`config.mk`:
```
export PLATFORM = sky130hd
export DESIGN_NAME = async_rx_status
export DESIGN_NICKNAME = d
export VERILOG_FILES = /design/src/rtl/srx_pkg.sv /design/src/rtl/srx_bitclk.sv /design/src/rtl/srx_frame.sv /design/src/rtl/srx_status.sv /design/src/rtl/async_rx_status.sv
export SDC_FILE = /design/constraint.sdc
export NUM_CORES = 1
export LEC_CHECK = 0
export BUFFER_PORTS_ARGS = -buffer_cell sky130_fd_sc_hd__buf_2
export CORE_ASPECT_RATIO = 1.75
export CORE_UTILIZATION = 60
export DETAILED_ROUTE_END_ITERATION = 6
export PLACE_DENSITY = 0.81
export SYNTH_ARGS = -nofsm -noshare
export SYNTH_HDL_FRONTEND = slang
export SYNTH_HIERARCHICAL = 1
export SYNTH_SLANG_ARGS = --single-unit
```
`constraint.sdc`:
```
create_clock -name clk -period 2.1 [get_ports clk]
set_clock_uncertainty 0.1 [all_clocks]
set_input_delay 0.315 -clock clk [delete_from_list [all_inputs] [get_ports clk]]
set_output_delay 0.315 -clock clk [all_outputs]
set_load 0.02 [all_outputs]
```
`src/rtl/srx_pkg.sv`:
```
package srx_pkg;

  typedef enum logic [2:0] {
    RX_IDLE  = 3'd0,
    RX_DATA  = 3'd1,
    RX_PAR   = 3'd2,
    RX_STOP1 = 3'd3,
    RX_STOP2 = 3'd4
  } rx_state_e;

  localparam logic [1:0] PAR_EVEN = 2'd1;
  localparam logic [1:0] PAR_ODD  = 2'd2;

  localparam int ST_FULL  = 0;
  localparam int ST_TXE   = 1;
  localparam int ST_CARR  = 2;
  localparam int ST_CTS   = 3;
  localparam int ST_FRAME = 4;
  localparam int ST_OVR   = 5;
  localparam int ST_PAR   = 6;
  localparam int ST_IRQ   = 7;

endpackage

```
`src/rtl/srx_bitclk.sv`:
```
module srx_bitclk #(
  parameter int RATIO_MID = 16,
  parameter int RATIO_HI  = 64
) (
  input  logic       clk,
  input  logic       rst_n,
  input  logic       rxc_pulse,
  input  logic [1:0] div_sel,
  output logic       bit_tick
);

  localparam int CW = $clog2(RATIO_HI);
  localparam logic [CW:0] M1_LO  = '0;
  localparam logic [CW:0] M1_MID = (CW+1)'(RATIO_MID - 1);
  localparam logic [CW:0] M1_HI  = (CW+1)'(RATIO_HI - 1);

  logic [CW-1:0] cnt_q, cnt_d;
  logic [CW:0]   last_cnt;
  logic          at_last;

  always_comb begin
    unique case (div_sel)
      2'd0:    last_cnt = M1_LO;
      2'd1:    last_cnt = M1_MID;
      default: last_cnt = M1_HI;
    endcase
  end

  assign at_last  = ({1'b0, cnt_q} >= last_cnt);
  assign bit_tick = rxc_pulse && at_last;

  always_comb begin
    cnt_d = cnt_q;
    if (rxc_pulse) begin
      if (at_last) cnt_d = '0;
      else         cnt_d = cnt_q + 1'b1;
    end
  end

  always_ff @(posedge clk or negedge rst_n) begin
    if (!rst_n)         cnt_q <= '0;
    else if (rxc_pulse) cnt_q <= cnt_d;
  end

  // the count restarts after a tick and only moves on a pulse
  a_r2_wrap_after_tick: assert property (@(posedge clk) disable iff (!rst_n)
    bit_tick |=> (cnt_q == '0));
  a_r2_idle_without_pulse: assert property (@(posedge clk) disable iff (!rst_n)
    !rxc_pulse |=> $stable(cnt_q));

endmodule

```
`src/rtl/srx_frame.sv`:
```
module srx_frame
  import srx_pkg::*;
#(
  parameter int DATA_W = 8
) (
  input  logic              clk,
  input  logic              rst_n,
  input  logic              bit_tick,
  input  logic              rx_line,
  input  logic              hold,
  input  logic              char7,
  input  logic [1:0]        par_mode,
  input  logic              two_stop,
  input  logic              full,
  output logic              ev_load,
  output logic [DATA_W-1:0] ev_char,
  output logic              ev_ovr,
  output logic              ev_pe,
  output logic              ev_fe_set,
  output logic              ev_fe_clr
);

  localparam int BW = $clog2(DATA_W + 1);
  localparam logic [BW-1:0] LEN_LONG  = BW'(DATA_W);
  localparam logic [BW-1:0] LEN_SHORT = BW'(DATA_W - 1);

  rx_state_e         state_q, state_d;
  logic [DATA_W-1:0] shift_q, shift_d;
  logic              acc_q, acc_d;
  logic [BW-1:0]     left_q, left_d;
  logic              par_on, par_fold;

  assign par_on   = (par_mode == PAR_EVEN) || (par_mode == PAR_ODD);
  assign par_fold = acc_q ^ rx_line;
  assign ev_char  = char7 ? {1'b0, shift_q[DATA_W-1:1]} : shift_q;

  always_comb begin
    state_d   = state_q;
    shift_d   = shift_q;
    acc_d     = acc_q;
    left_d    = left_q;
    ev_load   = 1'b0;
    ev_ovr    = 1'b0;
    ev_pe     = 1'b0;
    ev_fe_set = 1'b0;
    ev_fe_clr = 1'b0;
    if (hold) begin
      state_d = RX_IDLE;
    end else if (bit_tick) begin
      unique case (state_q)
        RX_IDLE: begin
          if (!rx_line) begin
            shift_d = '0;
            acc_d   = 1'b0;
            left_d  = char7 ? LEN_SHORT : LEN_LONG;
            state_d = RX_DATA;
          end
        end
        RX_DATA: begin
          shift_d = {rx_line, shift_q[DATA_W-1:1]};
          acc_d   = par_fold;
          left_d  = left_q - 1'b1;
          if (left_q == BW'(1)) begin
            ev_ovr  = full;
            state_d = par_on ? RX_PAR : RX_STOP1;
          end
        end
        RX_PAR: begin
          ev_pe   = (par_mode == PAR_EVEN) ? par_fold : !par_fold;
          state_d = RX_STOP1;
        end
        RX_STOP1: begin
          if (!rx_line) begin
            ev_fe_set = 1'b1;
            state_d   = RX_IDLE;
          end else if (two_stop) begin
            state_d   = RX_STOP2;
          end else begin
            ev_fe_clr = 1'b1;
            ev_load   = !full;
            state_d   = RX_IDLE;
          end
        end
        RX_STOP2: begin
          ev_fe_set = !rx_line;
          ev_fe_clr = rx_line;
          ev_load   = rx_line && !full;
          state_d   = RX_IDLE;
        end
        default: state_d = RX_IDLE;
      endcase
    end
  end

  always_ff @(posedge clk or negedge rst_n) begin
    if (!rst_n) begin
      state_q <= RX_IDLE;
      shift_q <= '0;
      acc_q   <= 1'b0;
      left_q  <= '0;
    end else if (hold || bit_tick) begin
      state_q <= state_d;
      shift_q <= shift_d;
      acc_q   <= acc_d;
      left_q  <= left_d;
    end
  end

  // a held receiver sits in idle on the next cycle
  a_r3_hold_idle: assert property (@(posedge clk) disable iff (!rst_n)
    hold |=> (state_q == RX_IDLE));
  // the second stop state is entered only from the first
  a_r7_stop2_order: assert property (@(posedge clk) disable iff (!rst_n)
    $rose(state_q == RX_STOP2) |-> ($past(state_q) == RX_STOP1));

endmodule

```
`src/rtl/srx_status.sv`:
```
module srx_status
  import srx_pkg::*;
#(
  parameter int DATA_W = 8
) (
  input  logic              clk,
  input  logic              rst_n,
  input  logic              ev_load,
  input  logic [DATA_W-1:0] ev_char,
  input  logic              ev_ovr,
  input  logic              ev_pe,
  input  logic              ev_fe_set,
  input  logic              ev_fe_clr,
  input  logic              carrier_lost,
  input  logic              cts_in,
  input  logic              irq_en,
  input  logic              stat_rd,
  input  logic              data_rd,
  output logic [DATA_W-1:0] rx_data,
  output logic [7:0]        status,
  output logic              irq_n,
  output logic              full,
  output logic              hold
);

  logic [DATA_W-1:0] data_q, data_d;
  logic full_q, full_d, ovr_q, ovr_d, pe_q, pe_d, fe_q, fe_d;
  logic carr_q, carr_d, latch_q, latch_d, armed_q, armed_d;
  logic carr_rise, irq_act;

  assign carr_rise = carrier_lost && !carr_q;
  assign irq_act   = irq_en && (full_q || ovr_q || latch_q);

  always_comb begin
    data_d  = ev_load ? ev_char : data_q;

    full_d  = full_q;
    if (carr_rise)    full_d = 1'b0;
    else if (ev_load) full_d = 1'b1;
    else if (data_rd) full_d = 1'b0;

    ovr_d = ev_ovr ? 1'b1 : (data_rd ? 1'b0 : ovr_q);
    pe_d  = ev_pe  ? 1'b1 : (data_rd ? 1'b0 : pe_q);

    fe_d = fe_q;
    if (ev_fe_set)      fe_d = 1'b1;
    else if (ev_fe_clr) fe_d = 1'b0;

    carr_d = carrier_lost ? 1'b1 : (irq_act ? carr_q : 1'b0);

    latch_d = latch_q;
    if (carr_rise)               latch_d = 1'b1;
    else if (data_rd && armed_q) latch_d = 1'b0;

    armed_d = armed_q;
    if (data_rd)                 armed_d = 1'b0;
    else if (stat_rd && latch_q) armed_d = 1'b1;
  end

  always_ff @(posedge clk or negedge rst_n) begin
    if (!rst_n) begin
      data_q  <= '0;
      full_q  <= 1'b0;
      ovr_q   <= 1'b0;
      pe_q    <= 1'b0;
      fe_q    <= 1'b0;
      carr_q  <= 1'b0;
      latch_q <= 1'b0;
      armed_q <= 1'b0;
    end else begin
      if (ev_load) data_q <= data_d;
      full_q  <= full_d;
      ovr_q   <= ovr_d;
      pe_q    <= pe_d;
      fe_q    <= fe_d;
      carr_q  <= carr_d;
      latch_q <= latch_d;
      armed_q <= armed_d;
    end
  end

  always_comb begin
    status           = 8'h00;
    status[ST_FULL]  = full_q;
    status[ST_TXE]   = 1'b1;
    status[ST_CARR]  = carr_q;
    status[ST_CTS]   = cts_in;
    status[ST_FRAME] = fe_q;
    status[ST_OVR]   = ovr_q;
    status[ST_PAR]   = pe_q;
    status[ST_IRQ]   = irq_act;
  end

  assign rx_data = data_q;
  assign irq_n   = !irq_act;
  assign full    = full_q;
  assign hold    = carrier_lost || carr_q;

  // overrun only rises over a held character, which is then kept
  a_r9_ovr_needs_full: assert property (@(posedge clk) disable iff (!rst_n)
    $rose(ovr_q) |-> $past(full_q));
  a_r9_data_kept_while_full: assert property (@(posedge clk) disable iff (!rst_n)
    !$stable(data_q) |-> $past(!full_q));
  // a read with no new event leaves full and overrun clear
  a_r10_read_clears: assert property (@(posedge clk) disable iff (!rst_n)
    (data_rd && !ev_load && !ev_ovr) |=> (!full_q && !ovr_q));
  // carrier edge discards the held character; flag kept while pending
  a_r11_edge_drops_full: assert property (@(posedge clk) disable iff (!rst_n)
    $rose(latch_q) |-> !full_q);
  a_r11_flag_held: assert property (@(posedge clk) disable iff (!rst_n)
    (carr_q && !irq_n) |=> carr_q);

endmodule

```
`src/rtl/async_rx_status.sv`:
```
module async_rx_status #(
  parameter int DATA_W    = 8,
  parameter int RATIO_MID = 16,
  parameter int RATIO_HI  = 64
) (
  input  logic              clk,
  input  logic              rst_n,
  input  logic              rxc_pulse,
  input  logic              rx_line,
  input  logic              carrier_lost,
  input  logic              cts_in,
  input  logic [1:0]        div_sel,
  input  logic              char7,
  input  logic [1:0]        par_mode,
  input  logic              two_stop,
  input  logic              irq_en,
  input  logic              stat_rd,
  input  logic              data_rd,
  output logic [DATA_W-1:0] rx_data,
  output logic [7:0]        status,
  output logic              irq_n
);

  logic rst_meta, rst_core;
  logic bit_tick, full, hold;
  logic ev_load, ev_ovr, ev_pe, ev_fe_set, ev_fe_clr;
  logic [DATA_W-1:0] ev_char;

  always_ff @(posedge clk or negedge rst_n) begin
    if (!rst_n) begin
      rst_meta <= 1'b0;
      rst_core <= 1'b0;
    end else begin
      rst_meta <= 1'b1;
      rst_core <= rst_meta;
    end
  end

  srx_bitclk #(.RATIO_MID(RATIO_MID), .RATIO_HI(RATIO_HI)) u_bitclk (
    .clk(clk), .rst_n(rst_core), .rxc_pulse(rxc_pulse),
    .div_sel(div_sel), .bit_tick(bit_tick)
  );

  srx_frame #(.DATA_W(DATA_W)) u_frame (
    .clk(clk), .rst_n(rst_core), .bit_tick(bit_tick), .rx_line(rx_line),
    .hold(hold), .char7(char7), .par_mode(par_mode), .two_stop(two_stop),
    .full(full), .ev_load(ev_load), .ev_char(ev_char), .ev_ovr(ev_ovr),
    .ev_pe(ev_pe), .ev_fe_set(ev_fe_set), .ev_fe_clr(ev_fe_clr)
  );

  srx_status #(.DATA_W(DATA_W)) u_status (
    .clk(clk), .rst_n(rst_core), .ev_load(ev_load), .ev_char(ev_char),
    .ev_ovr(ev_ovr), .ev_pe(ev_pe), .ev_fe_set(ev_fe_set),
    .ev_fe_clr(ev_fe_clr), .carrier_lost(carrier_lost), .cts_in(cts_in),
    .irq_en(irq_en), .stat_rd(stat_rd), .data_rd(data_rd),
    .rx_data(rx_data), .status(status), .irq_n(irq_n),
    .full(full), .hold(hold)
  );

  // the interrupt line never asserts with the enable low
  a_r12_irq_gated: assert property (@(posedge clk) disable iff (!rst_core)
    !irq_n |-> irq_en);

endmodule

```
==> out/results.tsv <==
stage	metric	value	unit
status	status	finished, violations left	
status	violations	negative setup slack	
synth	synth_commonest_cells	dfrtp_1, mux2_2, inv_1	
die	initial_utilization	63.9	%
cts	htreeDepth	2	
cts	cts_tree	done	
sta	rsz0062_at_grt	true	
synth	synthFlopType	dfrtp_1	
worst_setup_path	worst-path-buf-inv	1	
sta	finalHoldViolations	0	
drt	totalWireLength	5400	um
sta	slew_headroom	56.0	%
die	fp-row-count	28	
power_and_ir_drop	pwr-share-comb	29.0	%
worst_setup_path	r2r_slack	-0.18	ns
final_layout	n_fill_cell	225	
power_and_ir_drop	seqPwrFrac	41.5	%
drt	vias_per_cell	6.16	
worst_setup_path	cp-start-kind	register	
drt	ant_nets	0	
synth	synth_edf_count	0	
worst_setup_path	cp.arrival	2.36	ns
worst_setup_path	reg2reg_depth	8	
worst_setup_path	worstPathMaxFanout	5	
synth	yosys.area.top_type	dfrtp_1	
grt	grtUsageTotal	32.0	%
drt	wl_met3	199	um
worst_setup_path	crit_chain	ha_4 -> nand2_2 -> o31a_4 -> a21oi_4 -> nor2b_4 -> and4b_1 -> buf_6 -> mux2_4	
synth	netlist_area	2190	sq um
synth	async_reset_ff_share	100	%
synth	ys_ff_latch	39	
cts	worst_skew_pair.late_latency	0.30	ns
synth	synth_nets	221	
drt	top_layer	met4	
drt	wl_per_cell	18.8	um
synth	netlist.area_leader.share	44.5	%
die	die_x	47.7	um
worst_setup_path	cpPeakStageDelay	0.41	ns
sta	final.setup.tns	-2.82	ns
synth	syn_area_per_cell	11.0	sq um
power_and_ir_drop	power.density	817	nW/um^2
grt	first_global_vias	1884	
final_layout	diodes	0	
cts	cts_sinks	39	
cts	cts_buffers	5	
worst_setup_path	cp_slowest_cell	dfrtp_1	
worst_hold_path	hp-class	reg -> async	
final_layout	finalNonFillerCells	288	
worst_setup_path	crit_family	simple AND/OR/NAND/NOR gates	
final_layout	drive_gt1_share	41.2	%
drt	num_vias	1774	
worst_setup_path	critPathKind	reg -> reg	
sta	worstMarginPinSlew	0.658	ns
grt	grt_max_degree	30	
synth	ys_top_cells_by_area	dfrtp_1, mux2_2, a21o_1	
drt	wl_met1	1950	um
power_and_ir_drop	leakagePower	0.00139	uW
synth	yosysWarnings	6	
worst_setup_path	critPathRequiredTime	2.18	ns
place	dpl.hpwl	3740	um
synth	yosysMostFrequentCell	dfrtp_1	
power_and_ir_drop	power_frac_clock	29.5	%
drt	dr_wl_met2	3090	um
sta	fin_ws	-0.178	ns
cts	clockRootBuffer	clkbuf_8	
power_and_ir_drop	internal_power	1530	uW
sta	period_share	108	%
drt	drt_iter0_markers	44	
power_and_ir_drop	peakVddDrop	0.000895	V
synth	ys_types	51	
drt	first_pass_iters	6	
place	routabilityCongestion	0.806	
die	die-area	3910	sq um
cts	clockBufferDepth	2	
run	cap_viol_max_count	0	
synth	synthCells	200	
sta	max_freq	439	MHz
drt	route.detailed.drc	0	
worst_setup_path	rr_startpoint	u_bitclk/cnt_q[5]	
synth	synth-seq-area-share	44.5	%
final_layout	areaGrowthSynthToFinish	24.0	%
worst_setup_path	cp-end-kind	register	
worst_setup_path	r2r_end	u_status/rx_data[4]	
die	ios	32	
die	core	3430	sq um
grt	overflow	0	
grt	antenna_found_initial	0	
sta	drv_slew	0	
final_layout	nNetsFinal	263	
sta	setup_viol	21	
cts	path_clk_slew	0.08	ns
grt	grt_pass1_wl	8660	um
die	die_h	82.0	um
place	dp.cells	274	
power_and_ir_drop	p_sw	688	uW
place	place.port_buffers	28	
power_and_ir_drop	switching_share	31.0	%
sta	fin_crit	2.28	ns
-- what timing repair did --
action | CTS | global route
endpoints found under the setup margin | 18 | 28
pin swaps | 2 | 5
resized for setup | 15 | 12
cloned | 2 | 0
hold buffers | 1 | 0
buffers inserted | 5 | 1
hold endpoints to repair | 2 | 0
-- power by group through the flow --
stage | sequential (uW) | clock (uW) | combinational (uW)
2_1_floorplan | 933 | 0 | 343
3_3_place_gp | 915 | 0 | 514
3_5_place_dp | 929 | 0 | 562
4_1_cts | 918 | 667 | 627
5_1_grt | 933 | 694 | 715
6_report | 923 | 655 | 645
-- state kept, by name, summed over array words and instances (netlist names) --
name              count
u_frame/acc_q         1
u_status/carr_q       1
u_frame/state_q       3
u_status/pe_q         1
u_status/ovr_q        1
u_status/full         1
u_status/rx_data      8
u_status/latch_q      1
u_bitclk/cnt_q        6
rst_core              1
rst_meta              1
u_frame/shift_q       8
u_status/armed_q      1
u_frame/left_q        4
u_status/fe_q         1
-- cell families (layout without fill, tap and decap cells) --
group | after synthesis | in the layout | synth area share (%)
adder cells (fa/ha/maj) | 6 | 6 | 3.42
buffers and inverters | 32 | 75 | 7.87
XOR/XNOR | 2 | 2 | 0.798
AND/OR/NAND/NOR | 53 | 53 | 16.7
multiplexers | 22 | 22 | 10.9
other | 2 | 2 | 0.342
AO/OA/AOI/OAI | 44 | 44 | 15.5
flip-flops | 39 | 39 | 44.5
-- layout by cell type, fill, tap and decap left out, types with 4 or more instances in the layout --
cell,count
a21o_1,11
and4_1,7
buf_2,29
buf_4,18
buf_6,5
clkbuf_8,6
dfrtp_1,39
ha_1,4
inv_1,12
mux2_2,8
mux2_4,8
mux2i_1,6
nand2_1,5
nand2b_1,5
nand3_1,5
nor2_1,4
o211ai_1,4
o2bb2ai_1,4
-- worst register-to-register path: stages, from the launching register on --
cell     delay, ns
dfrtp_1       0.41
ha_4          0.29
nand2_2       0.05
o31a_4        0.28
a21oi_4       0.14
nor2b_4       0.16
and4b_1       0.26
buf_6         0.16
mux2_4        0.31
-- worst max-delay path by stage --
stage / endpoint / cells after the start / from
after floorplan: u_status/rx_data[0] / 8 / u_bitclk/cnt_q[4]
after global placement: u_status/rx_data[2] / 10 / div_sel[1]
after detailed placement: u_status/rx_data[4] / 10 / div_sel[1]
after CTS: u_status/rx_data[5] / 8 / u_bitclk/cnt_q[4]
after global routing: u_status/rx_data[6] / 8 / u_bitclk/cnt_q[5]
final: u_status/rx_data[4] / 8 / u_bitclk/cnt_q[5]
-- layout make-up --
| type | count | area [sq um] | area share (%) |
|---|---|---|---|
| sequential | 39 | 976 | 35.9 |
| clock inverter | 2 | 35.0 | 1.29 |
| timing repair buffer | 53 | 347 | 12.7 |
| clock buffer | 6 | 82.6 | 3.03 |
| tap | 45 | 56.3 | 2.07 |
| multi-input combinational | 129 | 1170 | 43.0 |
| inverter | 14 | 55.1 | 2.02 |
-- metrics by stage --
step | hold WS, ns | worst slack, ns | instance area, sq um | util [%] | total power, uW
3_5_place_dp | 0.00465 | -0.279 | 2440 | 71.1 | 1490
5_1_grt | 0.0611 | -0.291 | 2720 | 79.3 | 2340
3_3_place_gp | 0.000561 | -0.187 | 2440 | 71.1 | 1430
6_report | 0.0210 | -0.178 | 2720 | 79.3 | 2220
4_1_cts | 0.0414 | -0.131 | 2690 | 78.3 | 2210
2_1_floorplan | -0.0806 | -0.160 | 2240 | - | 1280
-- layer usage --
layer  global-route usage [%]  vias up
li1                         -      800
met1                     34.4      877
met2                     54.6       75
met3                     8.35       22
met4                     15.8        0
met5                        0        -
No activity file was read; power rests on OpenSTA's default activity.
